`src/rtl/i2c_wait_pkg.sv`:
```
package i2c_wait_pkg;
  typedef struct packed {
    logic scl_fall;
    logic scl_rise;
    logic start;
    logic stop;
  } bus_ev_t;
endpackage

```
`src/rtl/i2c_bus_edge.sv`:
```
module i2c_bus_edge
  import i2c_wait_pkg::*;
(
  input  logic    clk_i,
  input  logic    rst_ni,
  input  logic    scl_i,
  input  logic    sda_i,
  output bus_ev_t ev_o
);
  logic scl_q, sda_q;

  always_ff @(posedge clk_i or negedge rst_ni) begin
    if (!rst_ni) begin
      scl_q <= 1'b1;
      sda_q <= 1'b1;
    end else begin
      scl_q <= scl_i;
      sda_q <= sda_i;
    end
  end

  always_comb begin
    ev_o.scl_fall = scl_q & ~scl_i;
    ev_o.scl_rise = ~scl_q & scl_i;
    ev_o.start    = scl_q & scl_i & sda_q & ~sda_i;
    ev_o.stop     = scl_q & scl_i & ~sda_q & sda_i;
  end
endmodule

```
`src/rtl/i2c_bit_track.sv`:
```
module i2c_bit_track
  import i2c_wait_pkg::*;
#(
  parameter int BITS = 8
) (
  input  logic    clk_i,
  input  logic    rst_ni,
  input  bus_ev_t ev_i,
  output logic    addr_phase_o,
  output logic    in_ack_o,
  output logic    fall_data_o,
  output logic    fall_ack_o
);
  localparam int ACK_BIT = BITS + 1;
  localparam int CNT_W   = $clog2(ACK_BIT + 1);

  logic [CNT_W-1:0] cnt_q;
  logic             active_q;

  always_ff @(posedge clk_i or negedge rst_ni) begin
    if (!rst_ni) begin
      cnt_q        <= '0;
      active_q     <= 1'b0;
      addr_phase_o <= 1'b0;
      in_ack_o     <= 1'b0;
    end else if (ev_i.start) begin
      cnt_q        <= '0;
      active_q     <= 1'b1;
      addr_phase_o <= 1'b1;
      in_ack_o     <= 1'b0;
    end else if (ev_i.stop) begin
      cnt_q        <= '0;
      active_q     <= 1'b0;
      addr_phase_o <= 1'b0;
      in_ack_o     <= 1'b0;
    end else if (active_q) begin
      if (ev_i.scl_rise && cnt_q != CNT_W'(ACK_BIT)) cnt_q <= cnt_q + 1'b1;
      if (fall_ack_o) begin
        cnt_q        <= '0;
        addr_phase_o <= 1'b0;
        in_ack_o     <= 1'b0;
      end else if (fall_data_o) begin
        in_ack_o <= 1'b1;
      end
    end
  end

  // n-th falling edge follows the n-th rising edge since start
  assign fall_data_o = active_q & ev_i.scl_fall & (cnt_q == CNT_W'(BITS));
  assign fall_ack_o  = active_q & ev_i.scl_fall & (cnt_q == CNT_W'(ACK_BIT));

  p_ack_window_r3: assert property (@(posedge clk_i) disable iff (!rst_ni)
    fall_ack_o |-> in_ack_o);
endmodule

```
`src/rtl/i2c_wait_point.sv`:
```
module i2c_wait_point (
  input  logic master_i,
  input  logic wait9_i,
  input  logic addr_phase_i,
  input  logic selected_i,
  input  logic addr_match_i,
  input  logic ext_code_i,
  input  logic fall_data_i,
  input  logic fall_ack_i,
  output logic evt_o,
  output logic sel_set_o
);
  always_comb begin
    evt_o     = 1'b0;
    sel_set_o = 1'b0;
    if (addr_phase_i) begin
      if (master_i) begin
        evt_o = fall_ack_i;
      end else if (ext_code_i) begin
        evt_o     = fall_data_i;
        sel_set_o = fall_data_i;
      end else if (addr_match_i) begin
        evt_o     = fall_ack_i;
        sel_set_o = fall_ack_i;
      end
    end else if (master_i || selected_i) begin
      evt_o = wait9_i ? fall_ack_i : fall_data_i;
    end
  end
endmodule

```
`src/rtl/i2c_wait_ctl.sv`:
```
module i2c_wait_ctl
  import i2c_wait_pkg::*;
#(
  parameter int BITS = 8
) (
  input  logic clk_i,
  input  logic rst_ni,
  input  logic scl_i,
  input  logic sda_i,
  input  logic master_i,
  input  logic addr_match_i,
  input  logic ext_code_i,
  input  logic wait9_i,
  input  logic ack_en_i,
  input  logic wrel_i,
  input  logic dat_wr_i,
  input  logic start_req_i,
  input  logic stop_req_i,
  output logic irq_o,
  output logic scl_hold_o,
  output logic ack_drive_o
);
  bus_ev_t ev;
  logic addr_phase, in_ack, fall_data, fall_ack;
  logic evt, sel_set, selected_q, ack_lat_q, rel;

  i2c_bus_edge u_edge (
    .clk_i(clk_i), .rst_ni(rst_ni), .scl_i(scl_i), .sda_i(sda_i), .ev_o(ev)
  );

  i2c_bit_track #(.BITS(BITS)) u_track (
    .clk_i(clk_i), .rst_ni(rst_ni), .ev_i(ev),
    .addr_phase_o(addr_phase), .in_ack_o(in_ack),
    .fall_data_o(fall_data), .fall_ack_o(fall_ack)
  );

  i2c_wait_point u_point (
    .master_i(master_i), .wait9_i(wait9_i), .addr_phase_i(addr_phase),
    .selected_i(selected_q), .addr_match_i(addr_match_i),
    .ext_code_i(ext_code_i), .fall_data_i(fall_data), .fall_ack_i(fall_ack),
    .evt_o(evt), .sel_set_o(sel_set)
  );

  assign rel = wrel_i | dat_wr_i | start_req_i | stop_req_i;

  always_ff @(posedge clk_i or negedge rst_ni) begin
    if (!rst_ni) begin
      irq_o      <= 1'b0;
      scl_hold_o <= 1'b0;
      selected_q <= 1'b0;
      ack_lat_q  <= 1'b0;
    end else begin
      irq_o <= evt | ev.stop;
      if (evt)                scl_hold_o <= 1'b1;
      else if (rel | ev.stop) scl_hold_o <= 1'b0;
      if (ev.start || ev.stop) selected_q <= 1'b0;
      else if (sel_set)        selected_q <= 1'b1;
      // ACK level is frozen at the 8th edge, or at release if held there
      if (fall_data && !evt)      ack_lat_q <= ack_en_i;
      else if (scl_hold_o && rel) ack_lat_q <= ack_en_i;
    end
  end

  always_comb begin
    ack_drive_o = 1'b0;
    if (in_ack) begin
      if (addr_phase && !master_i)
        ack_drive_o = ext_code_i ? ack_lat_q : addr_match_i;
      else if (!addr_phase && (master_i || selected_q))
        ack_drive_o = ack_lat_q;
    end
  end

  p_hold_irq_r2: assert property (@(posedge clk_i) disable iff (!rst_ni)
    $rose(scl_hold_o) |-> irq_o);
  p_unsel_quiet_r4: assert property (@(posedge clk_i) disable iff (!rst_ni)
    (!addr_phase && !master_i && !selected_q) |-> !evt);
  p_release_r7: assert property (@(posedge clk_i) disable iff (!rst_ni)
    (scl_hold_o && rel && !evt) |=> !scl_hold_o);
  p_stop_irq_r8: assert property (@(posedge clk_i) disable iff (!rst_ni)
    ev.stop |=> (irq_o && !scl_hold_o));
  p_irq_pulse_r11: assert property (@(posedge clk_i) disable iff (!rst_ni)
    irq_o |=> !irq_o);
  p_hold_sticky_r11: assert property (@(posedge clk_i) disable iff (!rst_ni)
    (scl_hold_o && !rel && !ev.stop) |=> scl_hold_o);
endmodule

```
`config.mk`:
```
export PLATFORM = sky130hd
export DESIGN_NAME = i2c_wait_ctl
export DESIGN_NICKNAME = d
export VERILOG_FILES = /design/src/rtl/i2c_wait_pkg.sv /design/src/rtl/i2c_bus_edge.sv /design/src/rtl/i2c_bit_track.sv /design/src/rtl/i2c_wait_point.sv /design/src/rtl/i2c_wait_ctl.sv
export SDC_FILE = /design/constraint.sdc
export NUM_CORES = 1
export LEC_CHECK = 0
export ABC_CLOCK_PERIOD_IN_PS = 1900
export BUFFER_PORTS_ARGS = -buffer_cell sky130_fd_sc_hd__buf_2
export CAP_MARGIN = 40
export CORE_MARGIN = 2
export CORE_UTILIZATION = 43
export CTS_CLUSTER_DIAMETER = 50
export DETAILED_ROUTE_END_ITERATION = 6
export GPL_TIMING_DRIVEN = 0
export PLACE_DENSITY = 0.67
export SLEW_MARGIN = 5
export SYNTH_ARGS = -nofsm -noshare
export SYNTH_HDL_FRONTEND = slang
export SYNTH_SLANG_ARGS = --single-unit
```
`constraint.sdc`:
```
create_clock -name clk_i -period 1.9 [get_ports clk_i]
set_input_delay 0.38 -clock clk_i [delete_from_list [all_inputs] [get_ports clk_i]]
set_output_delay 0.38 -clock clk_i [all_outputs]
set_load 0.02 [all_outputs]
```
==> summary.txt, run 1 <==
Yosys
  – Sequential area share after synthesis: 0.417
  – Post-synth top flop: dfrtp_1
  – Post-Synth XOR/XNOR Area: 0.0334
  – Post-synthesis cell type count: 39
  – Yosys reg bits: 13
  – Syn nets: 92
  – Post-Synth Simple-Gate Area: 0.242
  – Syn Inst Count: 76
  – Mean Syn Cell Area: 10.3 um2
  – Compound-cell area share of the yosys netlist: 0.170
  – Main combinational cell family by area after synthesis: simple AND/OR/NAND/NOR gates
  – Post-Syn Area: 786 um2
  – Adder-cell share of the synthesized area: 0.0478
  – Ys async rst share: 1.00
  – Synth warnings: 0
  – Post-synth EDFFs: 0
  – Mux contribution to synthesized area: 0.0605

Placement
  – Port Buffer Count: 15
  – Dpl hpwl: 1130 um
  – Worst slack at placement: 0.202 ns
  – Gpl congestion: 0.800
  – DP Cell Count: 116

Min path
  – Hold Path Cell Cnt: 1
  – Hold Crit Start: scl_i
  – Worst hold path type: in2reg
  – Hold worst-path end: u_edge.scl_q$_DFF_PN1_

STA
  – Endpoints failing hold: 0
  – Pin slew with the least headroom to its limit: 0.359 ns
  – Period utilization: 0.930
  – Slew headroom: 0.759
  – Final count of negative-setup-slack endpoints: 0
  – Clock skew: 0.000344 ns
  – Final hold slack: 0.202 ns
  – Max Clk Rate: 566 MHz
  – Setup ws final: 0.133 ns
  – Setup TNS: 0 ns
  – RSZ-0062 raised after global routing: no
  – Min cycle time layout: 1.77 ns
  – Pins Over Slew Limit: 0

GRT
  – GRT Residual Overflow: 0
  – Antenna violations before repair: 0
  – M2 GR Usage: 0.289
  – Most used routing layer: met2
  – Largest net degree at the start of global routing: 14
  – Met3 usage: 0.0346
  – Global-route wire length before repair: 2660 um
  – All-layer global routing usage: 0.172
  – M1 GR Usage: 0.227
  – Vias in the first global route: 633

Final layout
  – Area growth, synth to finish: 18.2%
  – Register area: 328 um2
  – Fillers: 157
  – Multi-input gate area: 435 um2
  – Final Util: 0.538
  – Antenna diodes: 0
  – Final std cells w/o fill: 121
  – # nets final: 113
  – Share of layout cells above drive strength 1: 0.292

Clock network
  – Inserted Clock Buffers: 3
  – TritonCTS clock tree: built
  – H-tree depth: 1
  – Post-CTS setup repair buffer count: 0
  – Clk buf depth: 2
  – Reg clk slew, reported paths: 0.08 ns
  – Clock root cell: clkbuf_4
  – Clk_lat worst skew: 0.28 ns
  – CTS sink count: 13

Die
  – Core area: 1730 um2
  – Die footprint: 2190 um2
  – Starting Density: 0.455
  – Row Count: 15
  – Die Span X: 46.7 um
  – Die height: 46.7 um
  – Num ports: 16

Setup path
  – Worst setup EP type: output pin
  – CP required: 1.52 ns
  – Cell Chain, Critical Path: or2_2 -> a32oi_1 -> nor2b_1 -> buf_2
  – R2r endpoint: ack_lat_q$_DFFE_PN0P_
  – Crit-path max cell delay: 0.39 ns
  – Worst path slowest cell: dfrtp_1
  – Worst R2R Start: u_track.cnt_q[1]$_DFFE_PN0P_
  – Reg2reg path depth: 6
  – R2r setup slk: 0.22 ns
  – Startpoint types: flop
  – CP max FO: 3
  – Critical path class: reg2out
  – Crit path DAT: 1.39 ns

Detailed routing
  – DRT iter0 DRCs: 14
  – DRC Markers: 0
  – First-pass DRT Iterations: 4
  – Total Wirelength: 1490 um
  – Final ANT Viol Nets: 0
  – Routed len/inst: 12.3 um
  – Vias/cell: 5.25
  – Vias: 635

Run status
  – Status: complete, no violations

Power and ir drop
  – Sw Share: 0.307
  – Power per cell area: 775 nW/um2
  – Clock Power Share: 0.239
  – Logic pwr share: 0.266
  – Switch Pwr: 221 uW
  – Worst VDD drop: 0.554 mV
  – Sequential cell fraction of total power: 0.495
  – Static Leak: 0.000433 uW
  – Cell internal pwr: 499 uW

Job
  – Max-cap violations: 0
metrics by stage:
step | total power [uW] | area (um2)
5_1_grt | 776 | 928
4_1_cts | 729 | 928
2_1_floorplan | 494 | 786
3_5_place_dp | 555 | 892
3_3_place_gp | 548 | 892
6_report | 719 | 928
cells in the final DEF (no fill, tap or decap), types with 2 or more instances in the layout:
cell type / n
o21ai_0: 4
nand2_1: 4
dfrtp_1: 11
nor2_1: 4
and3b_1: 2
o22ai_1: 2
a31oi_1: 2
a21oi_1: 2
nor3_1: 2
ha_1: 3
nand2b_1: 2
nand3_1: 2
buf_2: 15
nor2b_1: 2
mux2_2: 2
dfstp_2: 2
inv_1: 4
o21a_1: 2
xnor2_1: 2
and2b_1: 2
clkbuf_4: 3
power by group through the flow:
stage / sequential (uW) / combinational (uW) / clock, uW
final: 356 / 191 / 172
after detailed placement: 363 / 192 / 0
after global routing: 367 / 219 / 190
after floorplan: 352 / 142 / 0
after global placement: 360 / 188 / 0
after CTS: 358 / 195 / 176
cells by family (layout without fill, tap and decap cells):
group,after synthesis,after routing
fa+ha+maj,3,3
compound gates,19,19
buf+inv,5,25
simple gates,29,29
flops,13,13
xor+xnor,3,3
mux,4,4
sequential cells by signal (all words and copies together) (netlist names):
register and flops:
ack_lat_q 1, irq_o 1, scl_hold_o 1, selected_q 1
u_edge.scl_q 1, u_edge.sda_q 1, u_track.active_q 1, u_track.addr_phase_o 1
u_track.cnt_q 4, u_track.in_ack_o 1
worst max-delay path, delay by kind of cell (launching register included):
| kind | cells | cell delay, ns |
|---|---|---|
| buf+inv | 1 | 0.16 |
| flops | 1 | 0.39 |
| simple gates | 2 | 0.37 |
| compound gates | 1 | 0.19 |
worst max path at each step:
stage | slack (ns) | depth (start not counted) | start | to
floorplan | 0.38 | 6 | u_track.cnt_q[1]$_DFFE_PN0P_ | ack_lat_q$_DFFE_PN0P_
global placement | 0.24 | 6 | u_track.cnt_q[1]$_DFFE_PN0P_ | ack_lat_q$_DFFE_PN0P_
detailed placement | 0.20 | 6 | u_track.cnt_q[1]$_DFFE_PN0P_ | ack_lat_q$_DFFE_PN0P_
CTS | 0.13 | 4 | selected_q$_DFFE_PN0P_ | ack_drive_o
global route | 0.07 | 6 | u_track.cnt_q[1]$_DFFE_PN0P_ | ack_lat_q$_DFFE_PN0P_
finish | 0.13 | 4 | selected_q$_DFFE_PN0P_ | ack_drive_o
Yosys cell counts, types with 3 or more instances:
cell	count	area (um2)
nand2_1	4	15.0
o21ai_0	4	20.0
nor2_1	4	15.0
inv_1	4	15.0
dfrtp_1	11	275
ha_1	3	37.5
metal layers:
metal | part of all wire | vias up
met1 | 0.44 | 293
li1 | - | 318
met2 | 0.48 | 19
met5 | 0 | -
met3 | 0.061 | 5
met4 | 0.018 | 0
what timing repair did:
action,CTS,global route
hold buffers,1,0
endpoints found under the hold margin,11,0
gates resized for setup,0,0
final cells by class:
cell class / instances / share of cell area
sequential: 13 / 0.353
inverter: 4 / 0.0162
clock buffer: 4 / 0.0283
buffer: 1 / 0.00809
tap: 25 / 0.0337
timing repair buffer: 16 / 0.0916
multi-input combinational: 58 / 0.469
No activity file was read; power rests on OpenSTA's default activity.
==> run 2, diff against run 1 <==
ABC_AREA = 1   (was not set)
==> summary.txt, run 2 <==
Setup path
  – CP required: 1.52 ns
  – Critical path class: reg2out
  – Crit path DAT: 1.26 ns
  – Startpoint types: flop
  – Worst setup EP type: output pin
  – CP max FO: 4

GRT
  – Vias in the first global route: 608
  – Largest net degree at the start of global routing: 14
  – All-layer global routing usage: 0.160
  – Antenna violations before repair: 0
  – GRT Residual Overflow: 0
  – Global-route wire length before repair: 2470 um

Power and ir drop
  – Cell internal pwr: 477 uW
  – Clock Power Share: 0.234
  – Sequential cell fraction of total power: 0.511
  – Worst VDD drop: 0.432 mV
  – Sw Share: 0.325
  – Logic pwr share: 0.255
  – Static Leak: 0.000513 uW
  – Switch Pwr: 229 uW
  – Power per cell area: 790 nW/um2

Clock network
  – # resized after CTS: 0
  – Clock root cell: clkbuf_4
  – Clk_lat worst skew: 0.26 ns
  – Inserted Clock Buffers: 3
  – Reg clk slew, reported paths: 0.08 ns
  – CTS sink count: 13
  – Clk buf depth: 2
  – TritonCTS clock tree: built
  – H-tree depth: 1

STA
  – Final hold slack: 0.215 ns
  – Slew headroom: 0.767
  – Max Clk Rate: 611 MHz
  – Period utilization: 0.861
  – Setup TNS: 0 ns
  – Clock skew: 0.00102 ns
  – RSZ-0062 raised after global routing: no
  – Pin slew with the least headroom to its limit: 0.348 ns
  – Min cycle time layout: 1.64 ns
  – Endpoints failing hold: 0
  – Final count of negative-setup-slack endpoints: 0
  – Pins Over Slew Limit: 0

Yosys
  – Syn Inst Count: 105
  – Post-synthesis cell type count: 19
  – Post-synth top flop: dfrtp_1
  – Yosys top cell area share: 0.362
  – Mean Syn Cell Area: 7.25 um2
  – Post-synth top area cell: dfrtp_1
  – Ranking of synthesized cells by area: dfrtp_1 36%, nand2_1 13%, inv_1 8.4%
  – Ys async rst share: 1.00
  – Post-Syn Area: 761 um2
  – Yosys reg bits: 13
  – Synth warnings: 0
  – Post-synth EDFFs: 0
  – Most common cell in the netlist: nand2_1
  – Top cells by count, synth: 27 x nand2_1, 17 x inv_1, 15 x nor2_1
  – Sequential area share after synthesis: 0.431
  – Syn nets: 121

Run status
  – Status: complete, no violations

Final layout
  – Antenna diodes: 0
  – Max reg flops: 4
  – Share of layout cells above drive strength 1: 0.232
  – Most frequent cells in the layout: 27 x nand2_1, 17 x inv_1, 15 x nor2_1, 15 x buf_2
  – Fillers: 176
  – Reg with most FFs: u_track.cnt_q
  – # nets final: 142
  – Most common cell after layout, fill and taps aside: nand2_1
  – Area growth, synth to finish: 17.4%

Detailed routing
  – Vias: 678
  – Final ANT Viol Nets: 0
  – First-pass DRT Iterations: 4
  – DRT iter0 DRCs: 10
  – Vias/cell: 4.77
  – Routed len/inst: 10.5 um
  – DRC Markers: 0
  – Total Wirelength: 1490 um

Die
  – Starting Density: 0.450
  – Die Span X: 46.1 um
  – Core area: 1690 um2
  – Row Count: 15
  – Num ports: 16
  – Die height: 46.1 um
  – Die footprint: 2120 um2

Placement
  – Dpl hpwl: 1200 um
  – Port Buffer Count: 15
  – Gpl congestion: 0.800

Job
  – Max-cap violations: 0

Min path
  – Worst hold path type: in2reg
## run 2: cell count changes in the layout (fill, tap and decap cells not counted), sizes merged, moves of 3 or more
cell	previous run	this run
nand2	4	30
inv	4	19
nor2	4	16
nand3	2	11
mux2	3	0
## run 2: repair_timing
action | in CTS | in global routing
hold buffers | 1 | 0
buffers inserted | 0 | 0
endpoints found under the setup margin | 0 | 0
hold endpoints to repair | 11 | 0
## run 2: routing by layer
metal | share of wire | GRT usage | wire length, um
met5 | 0 | 0 | 0
met4 | 0 | 0.0343 | 0
met3 | 0.032 | 0.0353 | 47
met2 | 0.47 | 0.242 | 705
met1 | 0.49 | 0.235 | 734
## run 2: per-stage QoR
stage | cells | area, um2 | power [uW] | util | worst slack, ns
after floorplan | 105 | 761 | 488 | - | 0.520
after global placement | 137 | 857 | 536 | 0.507 | 0.352
after detailed placement | 137 | 857 | 545 | 0.507 | 0.328
after CTS | 142 | 893 | 721 | 0.529 | 0.245
after global routing | 142 | 893 | 769 | 0.529 | 0.111
final | 142 | 893 | 706 | 0.529 | 0.263
## run 2: layout make-up
| type | instances | area, um2 | share of cell area |
|---|---|---|---|
| Clock buffer | 4 | 26.3 | 0.0294 |
| Sequential cell | 13 | 328 | 0.367 |
| Timing Repair Buffer | 16 | 85.1 | 0.0952 |
| Multi-Input combinational cell | 72 | 357 | 0.399 |
| Tap cell | 17 | 21.3 | 0.0238 |
| Inverter | 20 | 76.3 | 0.0854 |
## run 2: cell families after synthesis
kind of cell    Yosys count  synth area share
simple gates             62             0.370
flops                    13             0.431
buf+inv                  20             0.100
compound gates            7            0.0493
fa+ha+maj                 3            0.0493
## run 2: critical path, cell delays in order, from the launching register on
cell and delay (ns):
dfrtp_1 0.39, nand2_1 0.09, nor2_1 0.15, inv_1 0.06, a21oi_1 0.14, buf_2 0.18
## run 2: worst paths after layout
kind	startpoint	end	slack, ns	cells after the start
worst min register to register	u_track.in_ack_o$_DFFE_PN0P_	u_track.in_ack_o$_DFFE_PN0P_	0.49	1
worst max register to register	u_track.cnt_q[0]$_DFFE_PN0P_	ack_lat_q$_DFFE_PN0P_	0.29	11
worst max-delay path	u_track.addr_phase_o$_DFFE_PN0P_	ack_drive_o	0.26	5
max in group asynchronous	rst_ni	u_edge.sda_q$_DFF_PN1_	1.10	2
min in group asynchronous	rst_ni	u_track.cnt_q[3]$_DFFE_PN0P_	0.52	2
worst min-delay path	sda_i	u_edge.sda_q$_DFF_PN1_	0.22	1
## run 2: power groups by stage
| stage | registers (uW) | logic (uW) | clock network [uW] |
|---|---|---|---|
| floorplan | 362 | 126 | 0 |
| global placement | 364 | 172 | 0 |
| detailed placement | 367 | 178 | 0 |
| CTS | 361 | 182 | 178 |
| global route | 369 | 211 | 190 |
| finish | 361 | 180 | 165 |
